File: src/rtl/agc_pkg.sv
package agc_pkg;
  typedef enum logic [2:0] {
    ACT_HOLD,
    ACT_DEC_OVL,
    ACT_DEC_OUTER,
    ACT_DEC_INNER,
    ACT_INC_OUTER,
    ACT_INC_INNER
  } agc_act_e;

  localparam int N_EVT  = 3;
  localparam int EV_LG  = 0;
  localparam int EV_SM  = 1;
  localparam int EV_SAT = 2;
endpackage

File: src/rtl/agc_event_ctr.sv
module agc_event_ctr #(
  parameter int CNT_W = 4
) (
  input  logic             clk,
  input  logic             rst_n,
  input  logic             cnt_en,
  input  logic             evt,
  input  logic             clr,
  input  logic [CNT_W-1:0] limit,
  output logic             hit
);
  localparam logic [CNT_W-1:0] CNT_MAX = '1;
  localparam logic [CNT_W-1:0] ONE     = CNT_W'(1);

  logic [CNT_W-1:0] cnt_q, cnt_eff, lim_eff;

  always_comb begin
    cnt_eff = cnt_q;
    if (cnt_en && evt && cnt_q != CNT_MAX) cnt_eff = cnt_q + ONE;
    lim_eff = (limit == '0) ? ONE : limit;
    hit     = (cnt_eff >= lim_eff);
  end

  always_ff @(posedge clk or negedge rst_n) begin
    if (!rst_n)   cnt_q <= '0;
    else if (clr) cnt_q <= '0;
    else          cnt_q <= cnt_eff;
  end


  clr_zero_chk: assert property (@(posedge clk) disable iff (!rst_n)
    clr |=> cnt_q == '0);

  sat_hold_chk: assert property (@(posedge clk) disable iff (!rst_n)
    (cnt_q == CNT_MAX && !clr) |=> cnt_q == CNT_MAX);
endmodule

File: src/rtl/agc_attack_timer.sv
module agc_attack_timer #(
  parameter int DLY_W = 6
) (
  input  logic             clk,
  input  logic             rst_n,
  input  logic             start,
  input  logic [DLY_W-1:0] dly,
  output logic             active
);
  logic             armed_q;
  logic [DLY_W-1:0] left_q;

  always_ff @(posedge clk or negedge rst_n) begin
    if (!rst_n) begin
      armed_q <= 1'b0;
      left_q  <= '0;
    end else if (start) begin
      armed_q <= 1'b1;
      left_q  <= dly;
    end else if (armed_q && left_q != '0) begin
      left_q  <= left_q - DLY_W'(1);
    end
  end

  assign active = armed_q && (left_q == '0);


  start_load_chk: assert property (@(posedge clk) disable iff (!rst_n)
    start |=> (active == ($past(dly) == '0)));

  stay_active_chk: assert property (@(posedge clk) disable iff (!rst_n)
    (active && !start) |=> active);
endmodule

File: src/rtl/agc_window.sv
module agc_window #(
  parameter int PWR_W = 7,
  parameter int OFS_W = 4
) (
  input  logic [PWR_W-1:0] pwr,
  input  logic [PWR_W-1:0] thr_hi,
  input  logic [PWR_W-1:0] thr_lo,
  input  logic [OFS_W-1:0] ofs_hi,
  input  logic [OFS_W-1:0] ofs_lo,
  output logic             over_outer,
  output logic             over_inner,
  output logic             under_outer,
  output logic             under_inner
);
  localparam int CW = PWR_W + OFS_W + 1;

  logic [CW-1:0] p_w, hi_w, lo_w, p_plus, lo_plus;

  always_comb begin
    p_w     = CW'(pwr);
    hi_w    = CW'(thr_hi);
    lo_w    = CW'(thr_lo);
    p_plus  = p_w + CW'(ofs_hi);
    lo_plus = lo_w + CW'(ofs_lo);
    over_outer  = p_plus < hi_w;
    over_inner  = p_w < hi_w;
    under_outer = p_w > lo_plus;
    under_inner = p_w > lo_w;
  end
endmodule

File: src/rtl/agc_slow_window.sv
module agc_slow_window
  import agc_pkg::*;
#(
  parameter int IDX_W   = 7,
  parameter int PWR_W   = 7,
  parameter int OFS_W   = 4,
  parameter int OSTEP_W = 4,
  parameter int ISTEP_W = 3,
  parameter int CNT_W   = 4,
  parameter int DLY_W   = 6
) (
  input  logic               clk,
  input  logic               rst_n,
  input  logic               pwr_valid,
  output logic               pwr_ready,
  input  logic [PWR_W-1:0]   pwr_code,
  input  logic               lg_ovl,
  input  logic               sm_ovl,
  input  logic               dig_sat,
  input  logic               rx_enter,
  input  logic               sync_in,
  input  logic               sync_en,
  input  logic [IDX_W-1:0]   max_idx,
  input  logic [PWR_W-1:0]   in_hi,
  input  logic [PWR_W-1:0]   in_lo,
  input  logic [OFS_W-1:0]   out_hi_ofs,
  input  logic [OFS_W-1:0]   out_lo_ofs,
  input  logic [OSTEP_W-1:0] out_hi_step,
  input  logic [ISTEP_W-1:0] in_hi_step,
  input  logic [OSTEP_W-1:0] out_lo_step,
  input  logic [ISTEP_W-1:0] in_lo_step,
  input  logic [CNT_W-1:0]   lg_ovl_lim,
  input  logic [OSTEP_W-1:0] lg_ovl_step,
  input  logic               lg_imm_en,
  input  logic [CNT_W-1:0]   sm_ovl_lim,
  input  logic [CNT_W-1:0]   sat_lim,
  input  logic [DLY_W-1:0]   atk_dly,
  output logic [IDX_W-1:0]   gain_idx,
  output logic               gain_chg
);
  function automatic logic [IDX_W-1:0] step_down(
    input logic [IDX_W-1:0] v, input logic [IDX_W-1:0] s);
    return (v < s) ? '0 : v - s;
  endfunction

  function automatic logic [IDX_W-1:0] step_up(
    input logic [IDX_W-1:0] v, input logic [IDX_W-1:0] s,
    input logic [IDX_W-1:0] mx);
    logic [IDX_W:0] sum;
    sum = {1'b0, v} + {1'b0, s};
    if (v >= mx)               return v;
    else if (sum > {1'b0, mx}) return mx;
    else                       return sum[IDX_W-1:0];
  endfunction

  logic             active, sample, force_dec, blocked, sync_q, sync_rise, ev_clr;
  logic             w_oo, w_oi, w_uo, w_ui;
  logic [N_EVT-1:0] ev_pulse, ev_hit;
  logic [CNT_W-1:0] ev_lim [N_EVT];
  agc_act_e         act;
  logic [IDX_W-1:0] idx_q, idx_next;
  logic             chg_q;

  assign pwr_ready = 1'b1;

  agc_attack_timer #(.DLY_W(DLY_W)) u_timer (
    .clk(clk), .rst_n(rst_n), .start(rx_enter), .dly(atk_dly), .active(active));

  agc_window #(.PWR_W(PWR_W), .OFS_W(OFS_W)) u_window (
    .pwr(pwr_code), .thr_hi(in_hi), .thr_lo(in_lo),
    .ofs_hi(out_hi_ofs), .ofs_lo(out_lo_ofs),
    .over_outer(w_oo), .over_inner(w_oi), .under_outer(w_uo), .under_inner(w_ui));

  always_comb begin
    ev_pulse[EV_LG]  = lg_ovl && !lg_imm_en;
    ev_pulse[EV_SM]  = sm_ovl;
    ev_pulse[EV_SAT] = dig_sat;
    ev_lim[EV_LG]    = lg_ovl_lim;
    ev_lim[EV_SM]    = sm_ovl_lim;
    ev_lim[EV_SAT]   = sat_lim;
  end

  for (genvar g = 0; g < N_EVT; g++) begin : g_evt
    agc_event_ctr #(.CNT_W(CNT_W)) u_ctr (
      .clk(clk), .rst_n(rst_n), .cnt_en(active), .evt(ev_pulse[g]),
      .clr(ev_clr), .limit(ev_lim[g]), .hit(ev_hit[g]));
  end

  always_ff @(posedge clk or negedge rst_n) begin
    if (!rst_n) sync_q <= 1'b0;
    else        sync_q <= sync_in;
  end

  always_comb begin
    sync_rise = sync_en && sync_in && !sync_q;
    sample    = active && pwr_valid;
    force_dec = active && (lg_imm_en ? lg_ovl : (sample && ev_hit[EV_LG]));
    blocked   = ev_hit[EV_SM] || ev_hit[EV_SAT];
    ev_clr    = sample || force_dec || sync_rise;

    act = ACT_HOLD;
    if (force_dec)              act = ACT_DEC_OVL;
    else if (sample) begin
      if (w_oo)                 act = ACT_DEC_OUTER;
      else if (w_oi)            act = ACT_DEC_INNER;
      else if (w_uo && !blocked) act = ACT_INC_OUTER;
      else if (w_ui && !blocked) act = ACT_INC_INNER;
    end

    case (act)
      ACT_DEC_OVL:   idx_next = step_down(idx_q, IDX_W'(lg_ovl_step));
      ACT_DEC_OUTER: idx_next = step_down(idx_q, IDX_W'(out_hi_step));
      ACT_DEC_INNER: idx_next = step_down(idx_q, IDX_W'(in_hi_step));
      ACT_INC_OUTER: idx_next = step_up(idx_q, IDX_W'(out_lo_step), max_idx);
      ACT_INC_INNER: idx_next = step_up(idx_q, IDX_W'(in_lo_step), max_idx);
      default:       idx_next = idx_q;
    endcase
  end

  always_ff @(posedge clk or negedge rst_n) begin
    if (!rst_n) begin
      idx_q <= '0;
      chg_q <= 1'b0;
    end else begin
      idx_q <= idx_next;
      chg_q <= (idx_next != idx_q);
    end
  end

  assign gain_idx = idx_q;
  assign gain_chg = chg_q;


  idle_hold_chk: assert property (@(posedge clk) disable iff (!rst_n)
    !active |=> gain_idx == $past(gain_idx));

  chg_strobe_chk: assert property (@(posedge clk) disable iff (!rst_n)
    gain_chg == (gain_idx != $past(gain_idx)));

  blocked_no_rise_chk: assert property (@(posedge clk) disable iff (!rst_n)
    (sample && blocked) |=> gain_idx <= $past(gain_idx));

  ovl_dec_chk: assert property (@(posedge clk) disable iff (!rst_n)
    force_dec |=> gain_idx <= $past(gain_idx));

  upper_clamp_chk: assert property (@(posedge clk) disable iff (!rst_n)
    (act == ACT_INC_OUTER || act == ACT_INC_INNER)
      |=> (gain_idx <= $past(max_idx)) || (gain_idx == $past(gain_idx)));

  ready_high_chk: assert property (@(posedge clk) disable iff (!rst_n)
    pwr_ready);
endmodule

File: config.mk
export PLATFORM = sky130hd
export DESIGN_NAME = agc_slow_window
export DESIGN_NICKNAME = d
export VERILOG_FILES = /design/src/rtl/agc_pkg.sv /design/src/rtl/agc_event_ctr.sv /design/src/rtl/agc_attack_timer.sv /design/src/rtl/agc_window.sv /design/src/rtl/agc_slow_window.sv
export SDC_FILE = /design/constraint.sdc
export NUM_CORES = 1
export LEC_CHECK = 0
export ABC_AREA = 1
export BUFFER_PORTS_ARGS = -buffer_cell sky130_fd_sc_hd__buf_2
export CAP_MARGIN = 20
export CORE_MARGIN = 5
export CORE_UTILIZATION = 60
export CTS_CLUSTER_SIZE = 10
export DETAILED_ROUTE_END_ITERATION = 6
export GPL_ROUTABILITY_DRIVEN = 0
export GPL_TIMING_DRIVEN = 0
export HOLD_SLACK_MARGIN = 0.02
export PLACE_DENSITY = 0.85
export SLEW_MARGIN = 20
export SYNTH_ARGS = -nofsm -noshare
export SYNTH_HDL_FRONTEND = slang
export SYNTH_SLANG_ARGS = --single-unit
File: constraint.sdc
create_clock -name clk -period 5.9 [get_ports clk]
set_input_delay 0 -clock clk [delete_from_list [all_inputs] [get_ports clk]]
set_output_delay 0 -clock clk [all_outputs]
set_load 0.01 [all_outputs]
==> results of run 1 <==
==> tightest hold or removal path: stages <==
cell and delay (ns):
buf_2 0.09, o221ai_1 0.11, o21ai_0 0.08
==> power by group through the flow <==
stage / Sequential [mW] / Combinational, mW / Clock, mW
2_1_floorplan: 0.279 / 0.913 / 0
3_3_place_gp: 0.286 / 1.18 / 0
3_5_place_dp: 0.288 / 1.24 / 0
4_1_cts: 0.284 / 1.25 / 0.156
5_1_grt: 0.290 / 1.45 / 0.163
6_report: 0.285 / 1.27 / 0.154
==> worst paths after layout <==
kind                                      endpoint  slack (ns)  depth (start not counted)
max reg2reg                               gain_chg        1.51                         31
max                                       gain_chg        1.51                         31
max in group asynchronous  g_evt[0].u_ctr.cnt_q[0]        5.22                          2
min reg2reg                        u_timer.armed_q        0.51                          2
min                              u_timer.left_q[4]        0.03                          3
min in group asynchronous        u_timer.left_q[5]        0.26                          2
==> metal layers <==
metal	routed length [um]	share of wire, %	up-vias
met4	650	4.8	0
li1	-	-	2805
met5	0	0	-
met1	5280	39	2514
met3	891	6.6	59
met2	6650	49	219
==> per-stage QoR <==
stage	cell area (um2)	total power, mW	hold WS [ns]
3_5_place_dp	5850	1.53	0.0596
2_1_floorplan	5270	1.19	-0.296
6_report	5980	1.71	0.0306
3_3_place_gp	5850	1.47	0.0498
5_1_grt	5980	1.90	0.0647
4_1_cts	5980	1.69	0.0216
==> Yosys cell counts, drive strengths merged <==
cell type  instances
a211oi             5
buf                9
conb               1
a22oi              3
inv              136
o221ai             1
a21o               2
dfrtp             28
ha                90
o31ai              1
fa                 7
nand4             28
nor2b              2
nor3               7
a31o               3
clkbuf             5
nand3             77
o21ai             33
nor2              82
o21a               3
or2                3
xor2              24
nand2            157
nor3b              3
clkinv             5
nand3b             3
o211ai             7
o31a               1
xnor2              7
o21bai             5
and2               3
a22o               1
a21oi             46
==> kinds of logic (layout without fill, tap and decap cells) <==
logic type	count (synthesis)	in the layout
other	1	1
adder cells (fa/ha/maj)	97	97
AO/OA/AOI/OAI	111	111
buffers and inverters	155	253
AND/OR/NAND/NOR	365	365
flip-flops	28	28
XOR/XNOR	31	31
==> flip-flops by register name (all words and copies together) (netlist names) <==
register           count
gain_chg               1
sync_q                 1
gain_idx               7
g_evt.u_ctr.cnt_q     12
u_timer.armed_q        1
u_timer.left_q         6
==> area by class of cell <==
cell class / count / area (um2)
Fill cell: 751 / 2660
Sequential cell: 28 / 701
Multi-Input combinational cell: 605 / 3940
Inverter: 141 / 529
Tap cell: 108 / 135
Clock buffer: 3 / 41.3
Timing Repair Buffer: 94 / 495
Buffer: 14 / 109
Clock inverter: 1 / 30.0
==> metrics.txt, run 1 <==
largest family of logic cells by synthesized area=simple AND/OR/NAND/NOR gates; run status=completed; clock tree buffer depth=2; hold_buf cts=5; Horiz. Die Dim=104 um; Worst VDD drop=0.114 mV; Synth top area share=21.4%; worst r2r src=u_timer.left_q[0]; Layout area overhead=13.3%; I/O pins=91; Max Clk Rate=0.228 GHz; Slew HR=49.9%; synth top area cells=ha_1, dfrtp_1, nand2_1; Internal Power=0.782 mW; Non-Filler Instances=994; origin of the worst setup path=u_timer.left_q[0]; Ant. Diodes=0; Clk pwr share=9.0%; Util after Layout=roughly 69%; Post-Synth Simple-Gate Area=32.7%; CP Data Required Time=6.07 ns; final hold vios=0; Worst Path Buf+Inv=6; Sink Count=28; GR Util met1=about 28%; post-synthesis xor/xnor area fraction=5.15%; initial antenna violation count=0; Routed WL per cell=13.6 um; PortBufs=89; placed cell count=985; most common cell after layout, fill and taps aside=nand2_1; setup tns final=0 ns; Starting Density=61.1%; unrepaired setup endpoints after global routing=false; Worst EP arrival=around 4.6 ns; power per cell area=286 mW/mm2; sequential share of the synthesized area=13.3%; Final ANT Viol Nets=0; yosys warns=0; TritonCTS Buffers=3; placeable core area=0.00864 mm2; CP endpoint kind=flop; Switch Pwr=0.926 mW; Mapped Cells=788; Worst-Skew Late Latency=0.28 ns; Hold Crit Class=in -> reg; post-CTS sizing=0; multiplexer share of the synthesized area=0%; die area=approximately 0.011 mm2; CP max-delay cell=a21oi_1; final wirelength=13,500 um; length of the first detailed-routing pass in iterations=5; Die H=104 um; total gr overflow=0; fraction of layout instances using a drive strength above 1=17.0%; Place WS=1.58 ns; library cells used by synthesis=48; met2 global-route usage=between 40 and 50%; routing usage on met3=under 10%; switching part of the total=about 54%; Post-CTS Setup Inserts=0; CP Class=reg -> reg; Slew @ Worst Pin=0.751 ns; Synth Register Bits=28; fin. max-slew vios=0; total track usage=24.6%; Rows=34; period utilization=74.4%; global-route wire length before repair=23,300 um; Net Count, Synth=967; crit-path leading delay family=simple AND/OR/NAND/NOR gates; most frequent cells in the layout=nand2_1, inv_1, buf_2; Hold Crit Start=atk_dly[4]; area of the mapped netlist=0.00527 mm2; Crit path top cell by count=nand2_1; Synth Area in Compound Gates=about 13%; clock skew=0.0118 ns; Synth Area in Adders=between 20% and 30%; Comb pwr share=74.3%; vias in the first global route=5,573; Final setup violation count=0; DR vias=5,597; slowest cell delay on critical path=approximately 0.4 ns; CTS tree=yes; worst-path maximum fanout=10; Initial DRC Count=285; Clock transition at path regs=approximately 0.1 ns; setup ws final=1.51 ns; clk root buf=clkbuf_8; DR DRC count=0; leakage=3.41 nW; CP startpoint kind=flop; Tmin final=roughly 4.4 ns; CTS H-tree depth=1; largest net degree at the start of global routing=29; power share of the sequential group=roughly 17%; Mean Syn Cell Area=between 6 and 7 um2; GR peak layer=met2; vias per cell=5.63; Max Cap Viol=0; dpl hpwl=11,300 um; Layout Nets=1,066; area leader, netlist=ha_1
Power figures use the tool's default switching activity.
==> inputs of run 2 (changes only) <==
CORE_UTILIZATION = 53   (was 60)
PLACE_DENSITY = 0.79   (was 0.85)
clock period = 3.53 ns   (was 5.9 ns; I/O delays follow)
==> run 2 against run 1 <==
Net effect:
- sequential power increased by 58%
- largest cell class unchanged
- core utilization decreased by 2.6 points
- worst hold slack lost 0.0046 ns
- register-to-register slack worse by 1.8 ns
- the run now ends with setup timing left
- critical endpoint unchanged
- setup slack got worse by 1.8 ns
==> metrics.txt, run 2 (synthesized netlist as in run 1, its figures left out) <==
run status=complete, but fails checks (was completed); failing checks=setup timing; total track usage=23.3% (was 24.6%); clock tree buffer depth=2 (unchanged); slowest cell delay on critical path=0.39 ns (was 0.40 ns); worst r2r src=u_timer.left_q[1] (was u_timer.left_q[0]); Layout Nets=1,094 (was 1,066); PortBufs=89 (unchanged); worst-path maximum fanout=10 (unchanged); CP endpoint kind=flop (unchanged); length of the first detailed-routing pass in iterations=5 (unchanged); Util after Layout=66.6% (was 69.2%); Starting Density=54.2% (was 61.1%); setup ws final=-0.268 ns (was 1.51 ns); Slew @ Worst Pin=0.642 ns (was 0.751 ns); Ant. Diodes=0 (unchanged); Rows=36 (was 34); CTS tree=yes (unchanged); CP max-delay cell=dfrtp_1 (was a21oi_1); setup tns final=-0.379 ns (was 0 ns); global-route wire length before repair=22,800 um (was 23,300 um); Tmin final=3.80 ns (was 4.39 ns); registers with the most flip-flops=g_evt.u_ctr.cnt_q x12, gain_idx x7, u_timer.left_q x6 (unchanged); Hold Crit Class=in -> reg (unchanged); crit-path leading delay family=simple AND/OR/NAND/NOR gates (unchanged); Max Clk Rate=0.263 GHz (was 0.228 GHz); reg-to-reg setup timing slack=-0.27 ns (was 1.51 ns); clock skew=0.0106 ns (was 0.0118 ns); Die H=110 um (was 104 um); Largest register FFs=12 (unchanged); Horiz. Die Dim=110 um (was 104 um); Slew HR=57.2% (was 49.9%); unrepaired setup endpoints after global routing=true (was false); most frequent cells in the layout=nand2_1, inv_1, buf_2 (unchanged); CTS H-tree depth=1 (unchanged); final hold vios=0 (unchanged); fin. max-slew vios=0 (unchanged); Crit. path cell count=29 (was 31); TritonCTS Buffers=3 (unchanged); FF-to-FF End=gain_chg (unchanged); Hold Crit Start=atk_dly[4] (unchanged); clk root buf=clkbuf_8 (unchanged); DR DRC count=0 (unchanged); Worst Path Buf+Inv=5 (was 6); Sink Count=28 (unchanged); Final ANT Viol Nets=0 (unchanged); fraction of layout instances using a drive strength above 1=24.0% (was 17.0%); Final setup violation count=4 (was 0); power per cell area=455 mW/mm2 (was 286 mW/mm2); Layout area overhead=22.8% (was 13.3%); largest net degree at the start of global routing=29 (unchanged); period utilization=108% (was 74.4%); Worst-Skew Late Latency=0.28 ns (about the same); CP startpoint kind=flop (unchanged); Hold Path End=u_timer.left_q[4] (unchanged); total gr overflow=0 (unchanged); most common cell after layout, fill and taps aside=nand2_1 (unchanged); initial antenna violation count=0 (unchanged); CP Data Required Time=3.70 ns (was 6.07 ns); dpl hpwl=10,800 um (was 11,300 um); vias in the first global route=5,284 (was 5,573); Worst VDD drop=0.237 mV (was 0.114 mV); Max Cap Viol=0 (unchanged); leakage=3.62 nW (was 3.41 nW); Clock transition at path regs=0.09 ns (was 0.10 ns); placeable core area=0.00973 mm2 (was 0.00864 mm2); R2R depth=29 (was 31); Worst EP arrival=3.96 ns (was 4.56 ns); worst hold stages=3 (unchanged); final wirelength=14,100 um (was 13,500 um); Routed WL per cell=13.5 um (was 13.6 um); Crit path top cell by count=nand2_1 (unchanged); vias per cell=5.32 (was 5.63); CP Class=reg -> reg (unchanged); Initial DRC Count=344 (was 285); Most flops, register=g_evt.u_ctr.cnt_q (unchanged); I/O pins=91 (unchanged); DR vias=5,565 (was 5,597); die area=0.0120 mm2 (was 0.0108 mm2)
run 2: report_power, final:
| group | internal, mW | total [mW] | switching, mW |
|---|---|---|---|
| Sequential | 0.378 | 0.449 | 0.0706 |
| Combinational | 0.843 | 2.29 | 1.45 |
| Clock | 0.0999 | 0.202 | 0.102 |
| Total | 1.32 | 2.94 | 1.62 |
run 2: stage by stage:
stage | hold slack, ns | area (um2) | setup WS [ns] | instances | power [mW]
final | 0.0260 | 6480 | -0.268 | 1047 | 2.94
after detailed placement | 0.0668 | 5890 | -0.587 | 1010 | 2.55
after global placement | 0.0540 | 5890 | -0.559 | 1010 | 2.52
after floorplan | -0.296 | 5280 | 0.0246 | 788 | 1.99
after CTS | 0.0264 | 6340 | -0.213 | 1044 | 2.85
after global routing | 0.0723 | 6480 | -0.605 | 1047 | 3.27
run 2: repair_timing:
item,CTS,global route
endpoints found under the hold margin,32,0
hold buffers,5,0
buffers inserted,24,6
gates cloned,2,0
gates resized for setup,34,35
pin swaps,27,30
endpoints found under the setup margin,8,18
run 2: worst register-to-register path: cells and delay by family, from the launching register on:
kind / cells / cell delay (ns)
AO/OA/AOI/OAI: 3 / 0.39
adder cells (fa/ha/maj): 2 / 0.43
AND/OR/NAND/NOR: 18 / 1.76
buffers and inverters: 5 / 0.50
flip-flops: 1 / 0.39
XOR/XNOR: 1 / 0.23
run 2: cell type report:
class | instances | area (um2)
tap | 133 | 166
multi-input combinational | 605 | 4150
inverter | 141 | 534
timing repair buffer | 123 | 764
clock buffer | 4 | 55.1
fill | 883 | 3250
sequential | 28 | 706
buffer | 13 | 103
run 2: layer usage:
| layer | vias up | wire length (um) | track usage, % |
|---|---|---|---|
| li1 | 2851 | - | - |
| met1 | 2484 | 5530 | 27.6 |
| met2 | 183 | 7010 | 42.2 |
| met3 | 47 | 991 | 2.70 |
| met4 | 0 | 592 | 9.62 |
| met5 | - | 0 | 0 |
run 2: worst max path at each step:
stage / to / startpoint / slack, ns
after floorplan: gain_chg / u_timer.left_q[0] / 0.02
after global placement: gain_chg / u_timer.left_q[0] / -0.56
after detailed placement: gain_chg / u_timer.left_q[0] / -0.59
after CTS: gain_chg / u_timer.left_q[0] / -0.21
after global routing: gain_chg / u_timer.left_q[0] / -0.61
final: gain_chg / u_timer.left_q[1] / -0.27
==> inputs of run 3 (changes only) <==
--- a/config.mk
+++ b/config.mk
@@ -9,6 +9,8 @@
 export BUFFER_PORTS_ARGS = -buffer_cell sky130_fd_sc_hd__buf_2
 export CAP_MARGIN = 20
+export CELL_PAD_IN_SITES_DETAIL_PLACEMENT = 0
+export CELL_PAD_IN_SITES_GLOBAL_PLACEMENT = 2
 export CORE_MARGIN = 5
-export CORE_UTILIZATION = 53
+export CORE_UTILIZATION = 29
 export CTS_CLUSTER_SIZE = 10
 export DETAILED_ROUTE_END_ITERATION = 6
@@ -16,5 +18,5 @@
 export GPL_TIMING_DRIVEN = 0
 export HOLD_SLACK_MARGIN = 0.02
-export PLACE_DENSITY = 0.79
+export PLACE_DENSITY_LB_ADDON = 0.1
 export SLEW_MARGIN = 20
 export SYNTH_ARGS = -nofsm -noshare
==> constraint.sdc (replaced) <==
create_clock -name clk -period 3.53 [get_ports clk]
set_input_delay 0.353 -clock clk [delete_from_list [all_inputs] [get_ports clk]]
set_output_delay 0.353 -clock clk [all_outputs]
set_load 0.01 [all_outputs]
==> run 3 against run 2 <==
Net effect:
- the flow still finishes with violations (setup timing)
- via count is 3.3% lower
- clock power up 75%
- sequential cell count is the same
- non-clock buffer count decreased by 9
- sequential share of layout area fell by 0.18 points
- critical path depth stayed put
- die area grew 74%
- critical path type unchanged
- clock skew down 0.0067 ns
- worst hold slack improved by 0.089 ns
- critical endpoint unchanged
==> metrics.txt, run 3 (synthesized netlist as in run 1, its figures left out) <==
Slew HR=52.5% (was 57.2%); Most flops, register=g_evt.u_ctr.cnt_q (unchanged); Ant. Diodes=0 (unchanged); Die H=145 um (was 110 um); Place WS=-0.866 ns (was -0.587 ns); Switch Pwr=1.64 mW (was 1.62 mW); worst-path maximum fanout=5 (was 10); clock tree buffer depth=2 (unchanged); Max Clk Rate=0.262 GHz (was 0.263 GHz); Crit path top cell by count=nand2_2 (was nand2_1); most common cell after layout, fill and taps aside=nand2_1 (unchanged); Routed WL per cell=14.0 um (was 13.5 um); Rows=49 (was 36); placeable core area=0.0180 mm2 (was 0.00973 mm2); Clock transition at path regs=0.08 ns (was 0.09 ns); CP Class=reg -> reg (unchanged); Slew @ Worst Pin=0.712 ns (was 0.642 ns); Final ANT Viol Nets=0 (unchanged); CP startpoint kind=flop (unchanged); PortBufs=89 (unchanged); Max Cap Viol=0 (unchanged); vias in the first global route=5,415 (was 5,284); final hold vios=0 (unchanged); Layout area overhead=25.1% (was 22.8%); Worst EP arrival=3.98 ns (was 3.96 ns); dpl hpwl=13,300 um (was 10,800 um); placed cell areas=0.00601 mm2 (was 0.00589 mm2); largest net degree at the start of global routing=29 (unchanged); Sink Count=28 (unchanged); period utilization=108% (about the same); Internal Power=1.43 mW (was 1.32 mW); Clk pwr share=11.5% (was 6.9%); registers with the most flip-flops=g_evt.u_ctr.cnt_q x12, gain_idx x7, u_timer.left_q x6 (unchanged); power share of the sequential group=15.5% (was 15.2%); DR DRC count=0 (unchanged); hold_buf cts=0 (was 5); length of the first detailed-routing pass in iterations=5 (unchanged); R2R depth=29 (unchanged); Initial DRC Count=206 (was 344); CP max-delay cell=dfrtp_1 (unchanged); vias per cell=4.75 (was 5.32); Largest register FFs=12 (unchanged); final wirelength=15,900 um (was 14,100 um); DR vias=5,382 (was 5,565); Horiz. Die Dim=145 um (was 110 um); post-route cell area=0.00660 mm2 (was 0.00648 mm2); initial antenna violation count=0 (unchanged); most frequent cells in the layout=nand2_1, inv_1, buf_2 (unchanged); clk root buf=clkbuf_16 (was clkbuf_8); I/O pins=91 (unchanged); Starting Density=29.4% (was 54.2%); setup ws final=-0.280 ns (was -0.268 ns); failing checks=setup timing (unchanged); total gr overflow=0 (unchanged); Comb pwr share=73.0% (was 77.9%); FF-to-FF End=gain_chg (unchanged); run status=complete, but fails checks (unchanged); slowest cell delay on critical path=0.39 ns (about the same); die area=0.0210 mm2 (was 0.0120 mm2); Hold Crit Class=in -> async (was in -> reg); Final setup violation count=3 (was 4); global-route wire length before repair=25,800 um (was 22,800 um); fraction of layout instances using a drive strength above 1=24.4% (was 24.0%); total track usage=15.2% (was 23.3%); power per cell area=466 mW/mm2 (was 455 mW/mm2); unrepaired setup endpoints after global routing=true (unchanged); reg-to-reg setup timing slack=-0.28 ns (was -0.27 ns); fin. max-slew vios=0 (unchanged); Worst VDD drop=0.205 mV (was 0.237 mV); Layout Nets=1,085 (was 1,094); CP endpoint kind=flop (unchanged); CTS H-tree depth=1 (unchanged); clock skew=0.00389 ns (was 0.0106 ns); leakage=3.59 nW (was 3.62 nW); CP Data Required Time=3.70 ns (about the same); CTS tree=yes (unchanged); switching part of the total=53.3% (was 55.1%); Worst-Skew Late Latency=0.27 ns (was 0.28 ns); Tmin final=3.81 ns (was 3.80 ns); TritonCTS Buffers=3 (unchanged); worst r2r src=u_timer.left_q[0] (was u_timer.left_q[1])
[run 3: worst max path at each step]
stage               cells past startpoint         startpoint  slack, ns        to
finish                                 29  u_timer.left_q[0]      -0.28  gain_chg
global route                           28  u_timer.left_q[0]      -0.61  gain_chg
CTS                                    29  u_timer.left_q[0]      -0.34  gain_chg
detailed placement                     25        gain_idx[1]      -0.87  gain_chg
global placement                       25        gain_idx[1]      -0.81  gain_chg
floorplan                              31  u_timer.left_q[0]       0.02  gain_chg
[run 3: layer usage]
layer  up-vias  part of all wire, %  track usage [%]
li1       2830                    -                -
met1      2449                   46             19.6
met2        89                   49             27.4
met3        14                  3.5             1.91
met4         0                  1.4             2.41
met5         -                    0                0
[run 3: area by class of cell]
class	count	area, um2
buffer	14	124
clock buffer	3	75.1
clock inverter	1	30.0
fill	1917	11400
inverter	141	532
multi-input combinational	605	4170
sequential	28	707
tap	229	287
timing repair buffer	113	668
[run 3: metrics by stage]
stage | total power [mW] | utilization [%] | setup TNS, ns | hold WS (ns) | cells
floorplan | 1.99 | - | 0 | 0.0574 | 788
global placement | 2.59 | 33.5 | -3.34 | 0.432 | 1106
detailed placement | 2.61 | 33.5 | -3.85 | 0.445 | 1106
CTS | 3.06 | 35.6 | -0.687 | 0.147 | 1127
global route | 3.44 | 36.7 | -2.35 | 0.190 | 1134
finish | 3.07 | 36.7 | -0.374 | 0.115 | 1134
[run 3: power by group through the flow]
stage	logic [mW]	registers [mW]	clock network, mW
after CTS	2.21	0.481	0.366
after global routing	2.58	0.489	0.379
final	2.24	0.475	0.354
after detailed placement	2.12	0.497	0
after floorplan	1.53	0.466	0
after global placement	2.09	0.498	0
[run 3: repair_timing]
item / CTS / global route
gates resized for setup: 37 / 40
buffers inserted: 16 / 7
pin swaps: 32 / 35
gates cloned: 2 / 0
setup endpoints to repair: 18 / 18
[run 3: critical path: cells and delay by family, from the launching register on]
family,cells,cell delay (ns)
flops,1,0.39
compound gates,2,0.26
buf+inv,4,0.41
fa+ha+maj,2,0.43
simple gates,20,1.99
xor+xnor,1,0.25
